===== src/rtl/exc_entry_pkg.sv =====
package exc_entry_pkg;
  typedef enum logic [1:0] {
    KIND_NONE,
    KIND_RESET_REQ,
    KIND_EXC,
    KIND_IRQ
  } entry_kind_e;

  localparam int SR_MD_BIT = 30;
  localparam int SR_RB_BIT = 29;
  localparam int SR_BL_BIT = 28;
  localparam int SR_FD_BIT = 15;
  localparam int SR_IM_LSB = 4;
  localparam int IM_W      = 4;

  localparam int N_RST_CODES = 3;
  localparam int RST_CODES [N_RST_CODES] = '{'h000, 'h020, 'h140};
  localparam int N_TLB_CODES = 2;
  localparam int TLB_CODES [N_TLB_CODES] = '{'h040, 'h060};

  localparam int CODE_UNBLOCKED = 'h1E0;
  localparam int CODE_TRAP      = 'h160;

  localparam int OFS_GENERAL = 'h100;
  localparam int OFS_TLB     = 'h400;
  localparam int OFS_IRQ     = 'h600;
  localparam logic [63:0] RESET_TARGET = 64'h0000_0000_A000_0000;
endpackage


===== src/rtl/exc_arbiter.sv =====
module exc_arbiter
  import exc_entry_pkg::*;
#(
  parameter int CODE_W = 12
) (
  input  logic              clk_i,
  input  logic              rst_ni,
  input  logic              take_i,
  input  logic              exc_valid_i,
  input  logic [CODE_W-1:0] exc_code_i,
  input  logic              irq_req_i,
  input  logic              irq_vec_valid_i,
  input  logic              bl_i,
  input  logic              sleep_i,
  input  logic              dslot_i,
  output entry_kind_e       kind_o
);
  logic unblocked_code;
  logic irq_ok;

  assign unblocked_code = (exc_code_i == CODE_W'(CODE_UNBLOCKED));
  // delay slots are indivisible; blocked core only wakes from sleep
  assign irq_ok = irq_req_i && !dslot_i && (!bl_i || sleep_i) && irq_vec_valid_i;

  always_comb begin
    kind_o = KIND_NONE;
    if (take_i) begin
      if (exc_valid_i) begin
        kind_o = (bl_i && !unblocked_code) ? KIND_RESET_REQ : KIND_EXC;
      end else if (irq_ok) begin
        kind_o = KIND_IRQ;
      end
    end
  end

  assert_exc_over_irq_R1: assert property (@(posedge clk_i) disable iff (!rst_ni)
    (take_i && exc_valid_i && irq_req_i && !bl_i) |-> (kind_o == KIND_EXC));

  assert_blocked_exc_R2: assert property (@(posedge clk_i) disable iff (!rst_ni)
    (take_i && exc_valid_i && bl_i && exc_code_i != CODE_W'(CODE_UNBLOCKED))
      |-> (kind_o == KIND_RESET_REQ));

  assert_bl_irq_masked_R3: assert property (@(posedge clk_i) disable iff (!rst_ni)
    (take_i && !exc_valid_i && bl_i && !sleep_i) |-> (kind_o == KIND_NONE));

  assert_no_vector_R4: assert property (@(posedge clk_i) disable iff (!rst_ni)
    (take_i && !exc_valid_i && !irq_vec_valid_i) |-> (kind_o == KIND_NONE));

  assert_dslot_irq_R6: assert property (@(posedge clk_i) disable iff (!rst_ni)
    (take_i && !exc_valid_i && dslot_i) |-> (kind_o == KIND_NONE));
endmodule


===== src/rtl/exc_target_gen.sv =====
module exc_target_gen
  import exc_entry_pkg::*;
#(
  parameter int XLEN       = 32,
  parameter int CODE_W     = 12,
  parameter int INSN_BYTES = 2
) (
  input  entry_kind_e       kind_i,
  input  logic [CODE_W-1:0] exc_code_i,
  input  logic [XLEN-1:0]   sr_i,
  input  logic [XLEN-1:0]   pc_i,
  input  logic [XLEN-1:0]   vbr_i,
  input  logic              dslot_i,
  output logic [XLEN-1:0]   new_sr_o,
  output logic [XLEN-1:0]   new_pc_o,
  output logic [XLEN-1:0]   ret_pc_o
);
  localparam logic [XLEN-1:0] STEP = XLEN'(INSN_BYTES);

  logic [N_RST_CODES-1:0] rst_hit;
  logic [N_TLB_CODES-1:0] tlb_hit;
  logic is_exc, reset_class, tlb_class, trap_code;
  logic [XLEN-1:0] rewound;

  for (genvar g = 0; g < N_RST_CODES; g++) begin : g_rst_cmp
    assign rst_hit[g] = (exc_code_i == CODE_W'(RST_CODES[g]));
  end
  for (genvar g = 0; g < N_TLB_CODES; g++) begin : g_tlb_cmp
    assign tlb_hit[g] = (exc_code_i == CODE_W'(TLB_CODES[g]));
  end

  assign is_exc      = (kind_i == KIND_EXC);
  assign reset_class = is_exc && (|rst_hit);
  assign tlb_class   = |tlb_hit;
  assign trap_code   = (exc_code_i == CODE_W'(CODE_TRAP));

  // delay-slot rewind first, trap advance on top of it
  assign rewound  = dslot_i ? (pc_i - STEP) : pc_i;
  assign ret_pc_o = (is_exc && trap_code) ? (rewound + STEP) : rewound;

  always_comb begin
    new_sr_o = sr_i;
    new_sr_o[SR_MD_BIT] = 1'b1;
    new_sr_o[SR_RB_BIT] = 1'b1;
    new_sr_o[SR_BL_BIT] = 1'b1;
    if (reset_class) begin
      new_sr_o[SR_FD_BIT] = 1'b0;
      new_sr_o[SR_IM_LSB +: IM_W] = '1;
    end
  end

  always_comb begin
    if (!is_exc)          new_pc_o = vbr_i + XLEN'(OFS_IRQ);
    else if (reset_class) new_pc_o = XLEN'(RESET_TARGET);
    else if (tlb_class)   new_pc_o = vbr_i + XLEN'(OFS_TLB);
    else                  new_pc_o = vbr_i + XLEN'(OFS_GENERAL);
  end
endmodule


===== src/rtl/exc_state_regs.sv =====
module exc_state_regs
  import exc_entry_pkg::*;
#(
  parameter int XLEN   = 32,
  parameter int CODE_W = 12
) (
  input  logic              clk_i,
  input  logic              rst_ni,
  input  entry_kind_e       kind_i,
  input  logic [XLEN-1:0]   sr_i,
  input  logic [XLEN-1:0]   r15_i,
  input  logic [XLEN-1:0]   new_sr_i,
  input  logic [XLEN-1:0]   new_pc_i,
  input  logic [XLEN-1:0]   ret_pc_i,
  input  logic [CODE_W-1:0] exc_code_i,
  input  logic [CODE_W-1:0] irq_vec_i,
  output logic [XLEN-1:0]   ssr_o,
  output logic [XLEN-1:0]   spc_o,
  output logic [XLEN-1:0]   sgr_o,
  output logic [XLEN-1:0]   sr_o,
  output logic [XLEN-1:0]   pc_o,
  output logic [CODE_W-1:0] expevt_o,
  output logic [CODE_W-1:0] intevt_o,
  output logic              entry_done_o,
  output logic              reset_req_o
);
  logic enter;
  assign enter = (kind_i == KIND_EXC) || (kind_i == KIND_IRQ);

  always_ff @(posedge clk_i or negedge rst_ni) begin
    if (!rst_ni) begin
      ssr_o        <= '0;
      spc_o        <= '0;
      sgr_o        <= '0;
      sr_o         <= '0;
      pc_o         <= '0;
      expevt_o     <= '0;
      intevt_o     <= '0;
      entry_done_o <= 1'b0;
      reset_req_o  <= 1'b0;
    end else begin
      entry_done_o <= enter;
      reset_req_o  <= (kind_i == KIND_RESET_REQ);
      if (enter) begin
        ssr_o <= sr_i;
        spc_o <= ret_pc_i;
        sgr_o <= r15_i;
        sr_o  <= new_sr_i;
        pc_o  <= new_pc_i;
      end
      if (kind_i == KIND_EXC) expevt_o <= exc_code_i;
      if (kind_i == KIND_IRQ) intevt_o <= irq_vec_i;
    end
  end

  assert_done_xor_reset_R2: assert property (@(posedge clk_i) disable iff (!rst_ni)
    !(entry_done_o && reset_req_o));

  assert_mode_bits_R5: assert property (@(posedge clk_i) disable iff (!rst_ni)
    entry_done_o |-> (sr_o[SR_MD_BIT] && sr_o[SR_RB_BIT] && sr_o[SR_BL_BIT]));
endmodule


===== src/rtl/exc_entry_seq.sv =====
module exc_entry_seq
  import exc_entry_pkg::*;
#(
  parameter int XLEN       = 32,
  parameter int CODE_W     = 12,
  parameter int INSN_BYTES = 2
) (
  input  logic              clk_i,
  input  logic              rst_ni,
  input  logic              take_i,
  input  logic              exc_valid_i,
  input  logic [CODE_W-1:0] exc_code_i,
  input  logic              irq_req_i,
  input  logic              irq_vec_valid_i,
  input  logic [CODE_W-1:0] irq_vec_i,
  output logic [3:0]        irq_mask_o,
  input  logic [XLEN-1:0]   sr_i,
  input  logic [XLEN-1:0]   pc_i,
  input  logic [XLEN-1:0]   r15_i,
  input  logic [XLEN-1:0]   vbr_i,
  input  logic              dslot_i,
  input  logic              sleep_i,
  output logic [XLEN-1:0]   ssr_o,
  output logic [XLEN-1:0]   spc_o,
  output logic [XLEN-1:0]   sgr_o,
  output logic [XLEN-1:0]   sr_o,
  output logic [XLEN-1:0]   pc_o,
  output logic [CODE_W-1:0] expevt_o,
  output logic [CODE_W-1:0] intevt_o,
  output logic              entry_done_o,
  output logic              reset_req_o
);
  entry_kind_e     kind;
  logic [XLEN-1:0] new_sr, new_pc, ret_pc;

  assign irq_mask_o = sr_i[SR_IM_LSB +: IM_W];

  exc_arbiter #(.CODE_W(CODE_W)) i_arbiter (
    .clk_i           (clk_i),
    .rst_ni          (rst_ni),
    .take_i          (take_i),
    .exc_valid_i     (exc_valid_i),
    .exc_code_i      (exc_code_i),
    .irq_req_i       (irq_req_i),
    .irq_vec_valid_i (irq_vec_valid_i),
    .bl_i            (sr_i[SR_BL_BIT]),
    .sleep_i         (sleep_i),
    .dslot_i         (dslot_i),
    .kind_o          (kind)
  );

  exc_target_gen #(.XLEN(XLEN), .CODE_W(CODE_W), .INSN_BYTES(INSN_BYTES)) i_target (
    .kind_i     (kind),
    .exc_code_i (exc_code_i),
    .sr_i       (sr_i),
    .pc_i       (pc_i),
    .vbr_i      (vbr_i),
    .dslot_i    (dslot_i),
    .new_sr_o   (new_sr),
    .new_pc_o   (new_pc),
    .ret_pc_o   (ret_pc)
  );

  exc_state_regs #(.XLEN(XLEN), .CODE_W(CODE_W)) i_regs (
    .clk_i        (clk_i),
    .rst_ni       (rst_ni),
    .kind_i       (kind),
    .sr_i         (sr_i),
    .r15_i        (r15_i),
    .new_sr_i     (new_sr),
    .new_pc_i     (new_pc),
    .ret_pc_i     (ret_pc),
    .exc_code_i   (exc_code_i),
    .irq_vec_i    (irq_vec_i),
    .ssr_o        (ssr_o),
    .spc_o        (spc_o),
    .sgr_o        (sgr_o),
    .sr_o         (sr_o),
    .pc_o         (pc_o),
    .expevt_o     (expevt_o),
    .intevt_o     (intevt_o),
    .entry_done_o (entry_done_o),
    .reset_req_o  (reset_req_o)
  );

  assert_idle_hold_R11: assert property (@(posedge clk_i) disable iff (!rst_ni)
    !take_i |=> ($stable(pc_o) && $stable(ssr_o) && $stable(expevt_o) &&
                 $stable(intevt_o) && !entry_done_o && !reset_req_o));

  assert_reset_req_hold_R2: assert property (@(posedge clk_i) disable iff (!rst_ni)
    (kind == KIND_RESET_REQ) |=> (reset_req_o && $stable(pc_o) && $stable(sr_o) &&
                                  $stable(expevt_o)));

  assert_save_R5: assert property (@(posedge clk_i) disable iff (!rst_ni)
    (kind == KIND_EXC || kind == KIND_IRQ) |=>
      (ssr_o == $past(sr_i) && sgr_o == $past(r15_i) && entry_done_o));

  assert_irq_target_R10: assert property (@(posedge clk_i) disable iff (!rst_ni)
    (kind == KIND_IRQ) |=> (pc_o == $past(vbr_i) + XLEN'(OFS_IRQ) &&
                            intevt_o == $past(irq_vec_i) && $stable(expevt_o)));

  assert_exc_code_R1: assert property (@(posedge clk_i) disable iff (!rst_ni)
    (kind == KIND_EXC) |=> (expevt_o == $past(exc_code_i) && $stable(intevt_o)));
endmodule


===== config.mk =====
export PLATFORM = sky130hd
export DESIGN_NAME = exc_entry_seq
export DESIGN_NICKNAME = d
export VERILOG_FILES = /design/src/rtl/exc_entry_pkg.sv /design/src/rtl/exc_arbiter.sv /design/src/rtl/exc_target_gen.sv /design/src/rtl/exc_state_regs.sv /design/src/rtl/exc_entry_seq.sv
export SDC_FILE = /design/constraint.sdc
export NUM_CORES = 1
export LEC_CHECK = 0
export ABC_AREA = 0
export BUFFER_PORTS_ARGS = -buffer_cell sky130_fd_sc_hd__buf_2
export CELL_PAD_IN_SITES_DETAIL_PLACEMENT = 1
export CELL_PAD_IN_SITES_GLOBAL_PLACEMENT = 1
export CORE_UTILIZATION = 35
export DETAILED_ROUTE_END_ITERATION = 8
export GPL_TIMING_DRIVEN = 0
export MAX_ROUTING_LAYER = met4
export PLACE_DENSITY_LB_ADDON = 0.1
export SLEW_MARGIN = 20
export SYNTH_ARGS = -nofsm -noshare
export SYNTH_HDL_FRONTEND = slang
export SYNTH_SLANG_ARGS = --single-unit

===== constraint.sdc =====
create_clock -name clk_i -period 0.99 [get_ports clk_i]
set_input_delay 0 -clock clk_i [delete_from_list [all_inputs] [get_ports clk_i]]
set_output_delay 0 -clock clk_i [all_outputs]
set_load 0.1 [all_outputs]

**After elaboration in Yosys (flattened, before gate mapping)**

Cells that the tools add are included.

- Reduce and logical (&&, ||, !) cells: 14
- Multiplexer cells: 11
- Equality and inequality tests: 9
- $add $sub $neg: 5

Operator list:

| cell | count |
|---|---|
| 32-bit 2-to-1 mux | 5 |
| 32-bit by 11-bit adder with 32-bit output, second input constant | 2 |
| 12-bit by 9-bit equality test with 1-bit output, second input constant | 3 |
| 32-bit by 2-bit adder with 32-bit output, second input constant | 1 |
| 32-bit by 9-bit adder with 32-bit output, second input constant | 1 |
| 32-bit by 2-bit subtractor with 32-bit output, second input constant | 1 |
| 12-bit by 7-bit equality test with 1-bit output, second input constant | 2 |
| 12-bit by 6-bit equality test with 1-bit output, second input constant | 1 |
| 12-bit logical NOT | 1 |
| 2-bit 2-to-1 mux | 4 |
| 1-bit logical AND | 6 |
| 2-bit equality test, second input constant | 2 |
| 4-bit 2-to-1 mux | 1 |
| 1-bit logical NOT | 3 |
| 3-bit OR reduction | 1 |
| 2-bit by 1-bit equality test with 1-bit output, second input constant | 1 |
| 1-bit logical OR | 2 |
| 2-bit OR reduction | 1 |
| 1-bit 2-to-1 mux | 1 |

- Flip-flop bits (word level): 186
- Logic and storage cells: 48
- Bits of input ports: 160
- Output and inout port bits: 190

**Logic depth before layout (Yosys ltp)**

Gate-level depths: netlist of the first run.

- Depth in word-level cells: 11
- Depth in mapped cells: 12

**Hierarchy**

A second synthesis of the first run with hierarchy kept.

- Cell total of the unflattened synthesis: 917
- Area, all modules: 10,266.1 µm²

Modules (own cells, without submodules):

| module | times used | seq. area each (µm²) | cells an instance | area an instance (µm²) |
|---|---|---|---|---|
| exc_state_regs | 1 | 4,654.5 | 394 | 6,914.1 |
| exc_target_gen | 1 | 0.0 | 506 | 3,204.3 |
| exc_arbiter | 1 | 0.0 | 13 | 117.6 |
| exc_entry_seq | 1 | 0.0 | 4 | 30.0 |

**Least setup slack after synthesis of the first run**

No wires, ideal clock.

- Path type: input-to-reg
- From: input pc_i[1]
- To: register i_regs.spc_o[28]
- Slack: -2,054 ps
- Path buffers: 3
- Library setup time: 126 ps
- Data arrival time: 2,918 ps
- Stages on the path: 12
- Path through: clkbuf_1 -> inv_1 -> ha_1 -> and4bb_2 -> nand4_1 -> xor2_1 -> or3_1 -> buf_2 -> or4b_1 -> buf_2 -> or3_1 -> a221o_1

- Longest elaborated chain between the ends: 4

RTL lines:

| what | RTL line | source |
|---|---|---|
| start, declared | exc_entry_seq.sv:18 | `input logic [XLEN-1:0] pc_i,` |
| 32-bit by 2-bit subtractor with 32-bit output | exc_target_gen.sv:38 | `assign rewound = dslot_i ? (pc_i - STEP) : pc_i;` |
| 32-bit 2-to-1 mux * | exc_target_gen.sv:38 |  |
| 32-bit by 2-bit adder with 32-bit output | exc_target_gen.sv:39 | `assign ret_pc_o = (is_exc && trap_code) ? (rewound + STEP) : rewound;` |
| 32-bit 2-to-1 mux * | exc_target_gen.sv:39 |  |
| end signal, assigned | exc_state_regs.sv:46 | `spc_o <= ret_pc_i;` |
| end, declared | exc_state_regs.sv:18 | `output logic [XLEN-1:0] spc_o,` |

Every way passes the cells marked *; elsewhere a longest branch is shown, timed or not.
A chain may end at the register's enable or synchronous reset.

**Worst setup path after layout of the first run**

- From: input pc_i[2]
- To: register i_regs.spc_o[28]

The elaborated chain is that of the path after synthesis.

==> run_results.csv, run 1 <==
group,metric,value,unit
finish,stdcell_area,15200,um2
timing,period_share,250,%
worst_setup_path,crit_path_end_kind,"flip-flop",
clocking,clk_path_buf_depth,2,
placement,hpwl,25100,um
grt,grt_pass1_wl,59200,um
floorplan,io_pins,350,
worst_setup_path,r2r-end,"i_regs.pc_o[20]",
floorplan,rows,58,
detailed_routing,first_iter_violations,521,
finish,n_fill_cell,2897,
yosys,synth_top_cell_by_area,"dfrtp_1",
clocking,cts_buffers,17,
grt,antenna_found_initial,4,
yosys,synth_ff_type,"dfrtp_1",
timing,rsz0062_at_grt,"yes",
timing,worstMarginPinSlew,0.749,ns
finish,syn_to_final_growth,70.4,%
worst_setup_path,start_kind,"input pin",
timing,hold_ws,-0.481,ns
grt,overflow,0,
worst_setup_path,arrival,2.79,ns
clocking,clockRootBuffer,"clkbuf_16",
floorplan,dieWidth,162,um
floorplan,fp.dieArea,26100,um2
yosys,synth_top_area_share,44.9,%
pwr,comb_power_share,50.3,%
yosys,synth_nets,1225,
detailed_routing,wl,40000,um
pwr,clkPwrFrac,22.0,%
worst_setup_path,crit_type,"input pin to flip-flop",
yosys,synth.distinct_cells,66,
timing,slew_headroom,49.7,%
status,status,"complete, but fails checks",
worst_hold_path,min_path_type,"input pin to async pin",
yosys,synthTopCellsByCount,"nand2_1, dfrtp_1, xnor2_1",
worst_setup_path,rr_worst_depth,1,
timing,hold_viol,77,
detailed_routing,drt.antenna.violating_nets,0,
worst_setup_path,required,1.31,ns
pwr,power.leakage,7.41,nW
worst_setup_path,cp_cell_sequence,"buf_6, clkbuf_16, inv_6, ha_4, buf_4, nor4bb_1, nand4_1, xnor2_2, o211ai_1, or4b_4, or3_1, a221o_1",
timing,period_needed,2.47,ns
floorplan,die_y,162,um
status,violations,"negative hold slack, negative setup slack",
worst_setup_path,max_stage_delay,0.59,ns
timing,worst_slack,-1.48,ns
placement,place_congestion,0.883,
yosys,synthArstFlopShare,100,%
worst_setup_path,r2r-start,"i_regs.pc_o[20]",
worst_setup_path,crit_fanout,5,
detailed_routing,drt_first_pass_iters,5,
grt,grt_usage,30.2,%
detailed_routing,post_drt_wl_per_cell,20.3,um
detailed_routing,drc,0,
clocking,insertion_delay,0.44,ns
timing,finalSetupViolations,345,
detailed_routing,via_count,10300,
clocking,path_clk_slew,0.07,ns
yosys,yosys_warnings,0,
yosys,ys_seq_area_share,44.9,%
yosys,yosys.cell_count.top_type,"nand2_1",
pwr,seqPwrFrac,27.7,%
yosys,synth_area,8910,um2
finish,fin_nets,1790,
clocking,cts_hold_buf,129,
pwr,p_switching,16.2,mW
timing,max_freq,405,MHz
placement,place_area,11700,um2
detailed_routing,via_per_inst,5.20,
run,drv_cap,0,
timing,finClkSkew,0,ns
pwr,power.density,1990,nW/um2
yosys,ys_seq_elements,160,
clocking,clock_sinks,160,
grt,grt_max_degree,91,
worst_setup_path,ff2ff_setup_slack,0.12,ns
yosys,synthCells,1058,
timing,maxSlewViolCount,0,
yosys,synthTopCellsByArea,"dfrtp_1, nand2_1, xnor2_1",
floorplan,core_area,25100,um2
pwr,intPower,14.1,mW
pwr,power,30.3,mW
grt,grt_pass1_vias,10800,
pwr,swShare,53.5,%
clocking,htreeDepth,4,
placement,io_buffers,342,
yosys,synth-edff-count,0,
floorplan,start_util,35.5,%
worst_setup_path,critPathSlowestCell,"or4b_4",
finish,drive_above_1_share,41.1,%
clocking,cts_tree,"yes",
yosys,syn_avg_cell_area,8.42,um2
pwr,vdd_drop_max,1.55,mV
through the flow:
step	instances	setup slack [ns]	setup TNS [ns]	hold slack, ns	util (%)
after CTS	1941	-1.53	-178.34	-0.455	57.8
after floorplan	1058	-1.98	-163.67	-0.296	-
final	1970	-1.48	-175.91	-0.481	60.5
after global routing	1970	-1.60	-190.94	-0.435	60.5
after detailed placement	1731	-2.57	-265.60	0.0200	46.4
after global placement	1730	-3.46	-720.18	0.195	46.3
worst max-delay path by stage:
stage	to	cells after the start	slack [ns]	startpoint
2_1_floorplan	i_regs.spc_o[28]	10	-1.98	pc_i[5]
3_3_place_gp	i_regs.sr_o[30]	1	-3.46	rst_ni
3_5_place_dp	i_regs.spc_o[28]	12	-2.57	pc_i[1]
4_1_cts	i_regs.spc_o[28]	12	-1.53	pc_i[2]
5_1_grt	i_regs.spc_o[28]	12	-1.60	pc_i[1]
6_report	i_regs.spc_o[28]	12	-1.48	pc_i[2]
cell type report:
class | count | area (um2) | share of cell area [%]
antenna | 4 | 10.0 | 0.0659
buffer | 81 | 988 | 6.51
clock buffer | 18 | 429 | 2.83
clock inverter | 14 | 148 | 0.972
inverter | 11 | 51.3 | 0.338
multi-input combinational | 800 | 5150 | 33.9
sequential | 160 | 4100 | 27.0
tap | 330 | 413 | 2.72
timing repair buffer | 552 | 3900 | 25.7
kinds of logic (layout without fill, tap and decap cells):
kind of cell               after synthesis  count (layout)  share of synthesized area [%]
and+or+nand+nor                        577             577                           29.8
DFF                                    160             160                           44.9
AOI/OAI and AO/OA                      125             125                           9.67
buffers and inverters                   98             676                           5.53
xor gates and xnor gates                81              81                           7.96
muxes                                   10              10                           1.15
adders and majority gates                7               7                          0.983
other                                    0               4                              0
power by group through the flow:
| stage | Combinational, mW | Sequential, mW | Clock [mW] |
|---|---|---|---|
| final | 15.2 | 8.39 | 6.66 |
| after global routing | 15.7 | 8.53 | 7.03 |
| after CTS | 14.8 | 8.35 | 6.79 |
| after detailed placement | 14.0 | 8.47 | 0 |
| after global placement | 13.9 | 8.42 | 0 |
| after floorplan | 3.24 | 16.5 | 0 |
cell usage in the layout (no fill, tap or decap), types with 7 or more instances in the layout:
master and instances:
nand2_1 358, buf_2 327, dfrtp_1 135, dlygate4sd3_1 129
buf_4 89, xnor2_1 44, nor2_1 39, o21ai_1 35
buf_6 34, clkbuf_16 30, xor2_1 27, nor3_1 25
dfrtp_4 25, nand3_1 24, nand4_1 14, clkbuf_8 14
buf_8 10, or4_4 10, a22oi_1 10, nand3_2 10
o211ai_1 9, buf_12 9, xnor2_2 9, inv_1 8
and3_1 8, nor4_4 7, o21ai_0 7
layer usage:
layer / global-route usage, % / up-vias / part of all wire, %
li1: - / 4713 / -
met1: 34.2 / 5106 / 40
met2: 52.1 / 347 / 52
met3: 5.14 / 85 / 4.7
met4: 13.6 / 0 / 3.4
met5: - / - / 0
registers in the layout, indices dropped and copies added (netlist names):
| register | count |
|---|---|
| i_regs.spc_o | 32 |
| i_regs.reset_req_o | 1 |
| i_regs.ssr_o | 32 |
| i_regs.intevt_o | 12 |
| i_regs.sr_o | 6 |
| i_regs.entry_done_o | 1 |
| i_regs.pc_o | 32 |
| i_regs.expevt_o | 12 |
| i_regs.sgr_o | 32 |
critical path, delay by kind of cell:
family                     cells  cell delay [ns]
AOI/OAI and AO/OA              2             0.53
xor gates and xnor gates       1             0.26
adders and majority gates      1             0.15
buffers and inverters          4             0.41
and+or+nand+nor                4             1.44
timing repair:
action / CTS / global route
endpoints found under the setup margin: 345 / 345
setup buffers: 53 / 28
pin swaps: 37 / 43
endpoints found under the hold margin: 201 / 72
gates resized for setup: 130 / 117
cloned: 0 / 3
(Power assumes the default switching activity.)
==> run 2, diff against run 1 <==
--- a/config.mk
+++ b/config.mk
@@ -7,8 +7,9 @@
 export LEC_CHECK = 0
 export ABC_AREA = 0
 export BUFFER_PORTS_ARGS = -buffer_cell sky130_fd_sc_hd__buf_2
-export CELL_PAD_IN_SITES_DETAIL_PLACEMENT = 1
+export CELL_PAD_IN_SITES_DETAIL_PLACEMENT = 0
 export CELL_PAD_IN_SITES_GLOBAL_PLACEMENT = 1
+export CORE_ASPECT_RATIO = 1.25
 export CORE_UTILIZATION = 35
 export DETAILED_ROUTE_END_ITERATION = 8
 export GPL_TIMING_DRIVEN = 0
==> run 2 against run 1 <==
  * The run still ends with negative hold slack, negative setup slack left
  * Maximum frequency increased by 1.3%
  * Power is 19% higher
  * Routed wire length increased by 12%
  * Sequential power increased by 9.7%
  * Combinational power grew 37%
  * First-iteration DRC count grew 4.6%
  * Flip-flop and latch count unchanged
  * Die area about the same
  * Non-clock buffer count increased by 83
  * Via count increased by 6.1%
  * Cell area is 30% higher
  * Final cell count increased by 4.3%
==> run_results.csv, run 2 (synthesis gave the netlist of run 1 again) <==
group,metric,value,unit
grt,grt_usage,26.9,%
pwr,intPower,18.8,mW
floorplan,die_y,180,um
placement,place_congestion,0.883,
pwr,comb_power_share,57.5,%
clocking,clockRootBuffer,"clkbuf_16",
floorplan,core_area,24700,um2
detailed_routing,via_count,10900,
finish,final_cell_mix,"nand2_1, buf_12, buf_2, dlygate4sd3_1, dfrtp_1",
grt,grt_pass1_wl,52100,um
finish,mostFrequentLayoutCell,"nand2_1",
finish,syn_to_final_growth,121,%
detailed_routing,post_drt_wl_per_cell,21.8,um
detailed_routing,drt_first_pass_iters,5,
pwr,power.density,1830,nW/um2
status,status,"complete, but fails checks",
floorplan,rows,64,
pwr,clkPwrFrac,17.0,%
clocking,path_clk_slew,0.07,ns
run,drv_cap,0,
clocking,clk_path_buf_depth,2,
detailed_routing,via_per_inst,5.29,
placement,hpwl,24200,um
grt,grt_pass1_vias,9599,
pwr,vdd_drop_max,1.32,mV
timing,period_share,246,%
timing,slew_headroom,45.6,%
detailed_routing,first_iter_violations,545,
pwr,p_switching,17.3,mW
worst_setup_path,arrival,2.76,ns
finish,stdcell_area,19700,um2
worst_setup_path,cp_cell_sequence,"buf_12, or4_4, nor4_4, xnor2_2, or3_4, or4b_4, or3_1, a221o_1",
worst_setup_path,crit_fanout,4,
pwr,swShare,48.0,%
grt,grt_max_degree,85,
finish,fin_nets,1873,
placement,place_area,11700,um2
timing,hold_ws,-0.422,ns
timing,maxSlewViolCount,0,
detailed_routing,drc,0,
worst_setup_path,crit_type,"input pin to flip-flop",
placement,pre_cts_ws,-2.45,ns
detailed_routing,wl,44900,um
clocking,insertion_delay,0.43,ns
floorplan,dieWidth,145,um
clocking,cts_tree,"yes",
clocking,cts_buffers,17,
worst_setup_path,max_stage_delay,0.59,ns
detailed_routing,drt.antenna.violating_nets,0,
timing,period_needed,2.44,ns
worst_setup_path,crit_path_end_kind,"flip-flop",
timing,rsz0062_at_grt,"yes",
grt,antenna_found_initial,5,
timing,finClkSkew,0,ns
worst_setup_path,required,1.31,ns
floorplan,fp.dieArea,26100,um2
timing,worst_slack,-1.45,ns
floorplan,io_pins,350,
worst_setup_path,critPathSlowestCell,"or4_4",
timing,finalSetupViolations,346,
worst_setup_path,start_kind,"input pin",
timing,hold_viol,84,
floorplan,start_util,36.0,%
finish,drive_above_1_share,54.0,%
timing,worstMarginPinSlew,0.810,ns
status,violations,"negative hold slack, negative setup slack",
placement,io_buffers,342,
pwr,seqPwrFrac,25.5,%
pwr,power.leakage,9.15,nW
timing,max_freq,410,MHz
grt,overflow,0,
clocking,clock_sinks,160,
worst_hold_path,min_path_type,"input pin to async pin",
clocking,htreeDepth,4,
## run 2: changes by cell type in the layout (fill, tap and decap cells not counted), sizes merged
cell          change
clkbuf           +12
inv               -6
dlymetal6s4s      +1
clkinv            +2
buf              +76
diode             +1
dlygate4sd3       -2
## run 2: per-stage QoR
step,TNS [ns],total power [mW],std cells,util (%)
finish,-158.03,36.1,2054,79.8
global route,-172.84,37.1,2054,79.8
CTS,-172.47,29.2,1935,58.4
detailed placement,-271.15,22.4,1731,47.1
global placement,-738.08,22.3,1730,47.0
floorplan,-163.67,19.7,1058,-
## run 2: final cells by class
class,count,area (um2)
multi-input cells,800,5870
well taps,330,413
flip-flops and latches,160,4110
clock inverters,10,66.3
diodes,5,12.5
plain buffers,82,1120
inverters,11,56.3
repair buffers,634,7630
clock buffers,22,454
fillers,1418,5010
## run 2: repair_timing
action,in CTS,in global routing
hold buffers,127,1
pin swaps,45,132
gates cloned,2,23
setup buffers,45,94
endpoints found under the hold margin,212,84
endpoints found under the setup margin,345,345
gates resized for setup,129,1306
## run 2: critical path, delay by kind of cell
kind,cells,cell delay (ns)
AOI/OAI and AO/OA,1,0.29
xor gates and xnor gates,1,0.12
buffers and inverters,1,0.11
and+or+nand+nor,5,2.24
## run 2: final timing paths
| check | startpoint | end | slack (ns) | depth (start not counted) |
|---|---|---|---|---|
| min in group clk_i | pc_i[21] | i_regs.spc_o[21] | -0.01 | 4 |
| min reg2reg | i_regs.spc_o[7] | i_regs.spc_o[7] | 0.53 | 2 |
| max | pc_i[5] | i_regs.spc_o[28] | -1.45 | 8 |
| max in group asynchronous | rst_ni | i_regs.sr_o[6] | 0.51 | 2 |
| min | rst_ni | i_regs.intevt_o[4] | -0.42 | 1 |
| max reg2reg | i_regs.pc_o[31] | i_regs.pc_o[31] | -0.02 | 3 |
## run 2: layer usage
metal	wire length, um	track usage [%]	up-vias
li1	-	-	4895
met1	15900	29.2	5341
met2	23800	46.7	467
met3	2710	5.16	172
met4	2530	12.6	0
met5	0	-	-
## run 2: power by group through the flow
| stage | clock network (mW) | logic [mW] | registers (mW) |
|---|---|---|---|
| final | 6.15 | 20.8 | 9.20 |
| after global routing | 6.45 | 21.3 | 9.29 |
| after CTS | 6.19 | 14.7 | 8.35 |
| after detailed placement | 0 | 13.9 | 8.47 |
| after global placement | 0 | 13.9 | 8.43 |
| after floorplan | 0 | 3.24 | 16.5 |
==> run 3, diff against run 2 <==
--- a/config.mk
+++ b/config.mk
@@ -14,7 +14,7 @@
 export DETAILED_ROUTE_END_ITERATION = 8
 export GPL_TIMING_DRIVEN = 0
 export MAX_ROUTING_LAYER = met4
-export PLACE_DENSITY_LB_ADDON = 0.1
+export PLACE_DENSITY_LB_ADDON = 0.2
 export SLEW_MARGIN = 20
 export SYNTH_ARGS = -nofsm -noshare
 export SYNTH_HDL_FRONTEND = slang
==> run 3 against run 2 <==
  * The run still ends with negative hold slack, negative setup slack left
  * Register-to-register slack gained 0.15 ns
  * Clock skew stayed put
  * Worst setup slack got worse by 0.11 ns
  * First-iteration DRC count decreased by 32%
  * Sequential share of layout area increased by 4.0 points
  * Critical path depth grew 3
  * Global-route usage is 2.3 points higher
  * Count of clock-buffer cells in the layout is 1 higher
  * Worst hold slack worse by 0.0026 ns
  * Via count decreased by 5.7%
  * Combinational power shrank 25%
  * Critical endpoint is now i_regs.spc_o[23]
  * Highest routed layer unchanged
==> run_results.csv, run 3 (synthesis gave the netlist of run 1 again) <==
group,metric,value,unit
status,status,"complete, but fails checks",
status,violations,"negative hold slack, negative setup slack",
finish,final_util,66.6,%
finish,final_cell_mix,"buf_2, nand2_1, dfrtp_1, dlygate4sd3_1, buf_4",
grt,overflow,0,
detailed_routing,via_count,10300,
grt,antenna_found_initial,1,
clocking,path_clk_slew,0.06,ns
floorplan,rows,64,
timing,finClkSkew,0,ns
timing,max_freq,392,MHz
worst_setup_path,required,1.36,ns
worst_setup_path,crit_path_end_kind,"flip-flop",
timing,finalSetupViolations,346,
floorplan,start_util,36.0,%
timing,fin_tns_setup,-204.21,ns
detailed_routing,first_iter_violations,372,
placement,io_buffers,342,
clocking,htreeDepth,4,
clocking,cts_buffers,17,
floorplan,fp.dieArea,26100,um2
floorplan,io_pins,350,
floorplan,core_area,24700,um2
clocking,cts_tree,"yes",
timing,rsz0062_at_grt,"yes",
worst_setup_path,crit_type,"input pin to flip-flop",
finish,mostFrequentLayoutCell,"buf_2",
detailed_routing,drc,0,
floorplan,die_y,180,um
detailed_routing,post_drt_wl_per_cell,18.6,um
timing,hold_ws,-0.424,ns
worst_setup_path,critPathSlowestCell,"or4_4",
timing,maxSlewViolCount,0,
worst_setup_path,start_kind,"input pin",
timing,worst_slack,-1.56,ns
clocking,insertion_delay,0.43,ns
timing,slew_headroom,48.0,%
finish,syn_to_final_growth,84.9,%
grt,grt_usage,29.3,%
detailed_routing,via_per_inst,5.07,
clocking,clock_sinks,160,
worst_setup_path,crit_fanout,5,
worst_setup_path,r2r-start,"i_regs.pc_o[20]",
finish,finalNonFillerCells,2022,
finish,fin_nets,1845,
worst_setup_path,arrival,2.92,ns
placement,placed_cells,1731,
timing,worstMarginPinSlew,0.774,ns
clocking,clockRootBuffer,"clkbuf_16",
timing,hold_viol,88,
placement,hpwl,24100,um
timing,period_share,257,%
grt,grt_pass1_wl,56200,um
run,drv_cap,0,
worst_setup_path,r2r-end,"i_regs.pc_o[20]",
detailed_routing,drt_first_pass_iters,6,
pwr,power,30.5,mW
worst_setup_path,cp_cell_sequence,"buf_8, clkbuf_16, buf_6, nor3b_4, nand2_2, o41ai_4, buf_4, nand4b_1, or4_4, or4_1, nand3_1",
clocking,clk_path_buf_depth,2,
floorplan,dieWidth,145,um
pwr,vdd_drop_max,1.27,mV
grt,grt_pass1_vias,10200,
worst_setup_path,max_stage_delay,0.64,ns
worst_setup_path,cp_top_family,"simple AND/OR/NAND/NOR gates",
worst_setup_path,ff2ff_setup_slack,0.13,ns
worst_setup_path,critical_path_buf_inv_count,4,
pwr,power.leakage,7.98,nW
pwr,power.density,1850,nW/um2
worst_hold_path,min_path_type,"input pin to async pin",
placement,place_congestion,0.876,
grt,grt_max_degree,89,
finish,drive_above_1_share,49.2,%
detailed_routing,wl,37600,um
timing,period_needed,2.55,ns
detailed_routing,drt.antenna.violating_nets,0,
clocking,cts_hold_buf,130,
worst_setup_path,rr_worst_depth,1,
-- run 3: metrics by stage --
stage / setup slack, ns / cell area, um2
floorplan: -1.98 / 9490
CTS: -1.50 / 15900
finish: -1.56 / 16500
global route: -1.65 / 16500
global placement: -3.40 / 11600
detailed placement: -2.38 / 11700
-- run 3: timing repair --
action                                 CTS  global route
pin swaps                               96            65
resized for setup                      302            96
endpoints found under the hold margin  216            88
gates cloned                            23             1
setup buffers                           85            34
setup endpoints to repair              345           346
-- run 3: final cells by class --
cell class,count,area [um2]
clock buffer,23,478
sequential,160,4100
timing repair buffer,608,4700
antenna,1,2.50
tap,330,413
multi-input combinational,801,5610
inverter,11,58.8
fill,2007,8260
clock inverter,9,81.3
buffer,79,1040
-- run 3: per-layer routing --
layer / wire length (um) / GRT usage [%]
met1: 14100 / 31.3
met2: 19600 / 51.2
met3: 2540 / 6.54
met4: 1430 / 12.5
met5: 0 / -
-- run 3: power breakdown --
part / switching, mW / total (mW) / internal, mW
sequential: 0.708 / 8.44 / 7.73
clock: 2.77 / 6.42 / 3.65
combinational: 12.3 / 15.7 / 3.37
-- run 3: how the worst max path moves through the flow --
stage	start	to	slack (ns)	depth (start not counted)
after detailed placement	pc_i[1]	i_regs.spc_o[28]	-2.38	12
after CTS	pc_i[2]	i_regs.spc_o[28]	-1.50	12
after global placement	rst_ni	i_regs.ssr_o[2]	-3.40	1
after floorplan	pc_i[5]	i_regs.spc_o[28]	-1.98	10
after global routing	pc_i[2]	i_regs.spc_o[28]	-1.65	11
final	pc_i[1]	i_regs.spc_o[23]	-1.56	11
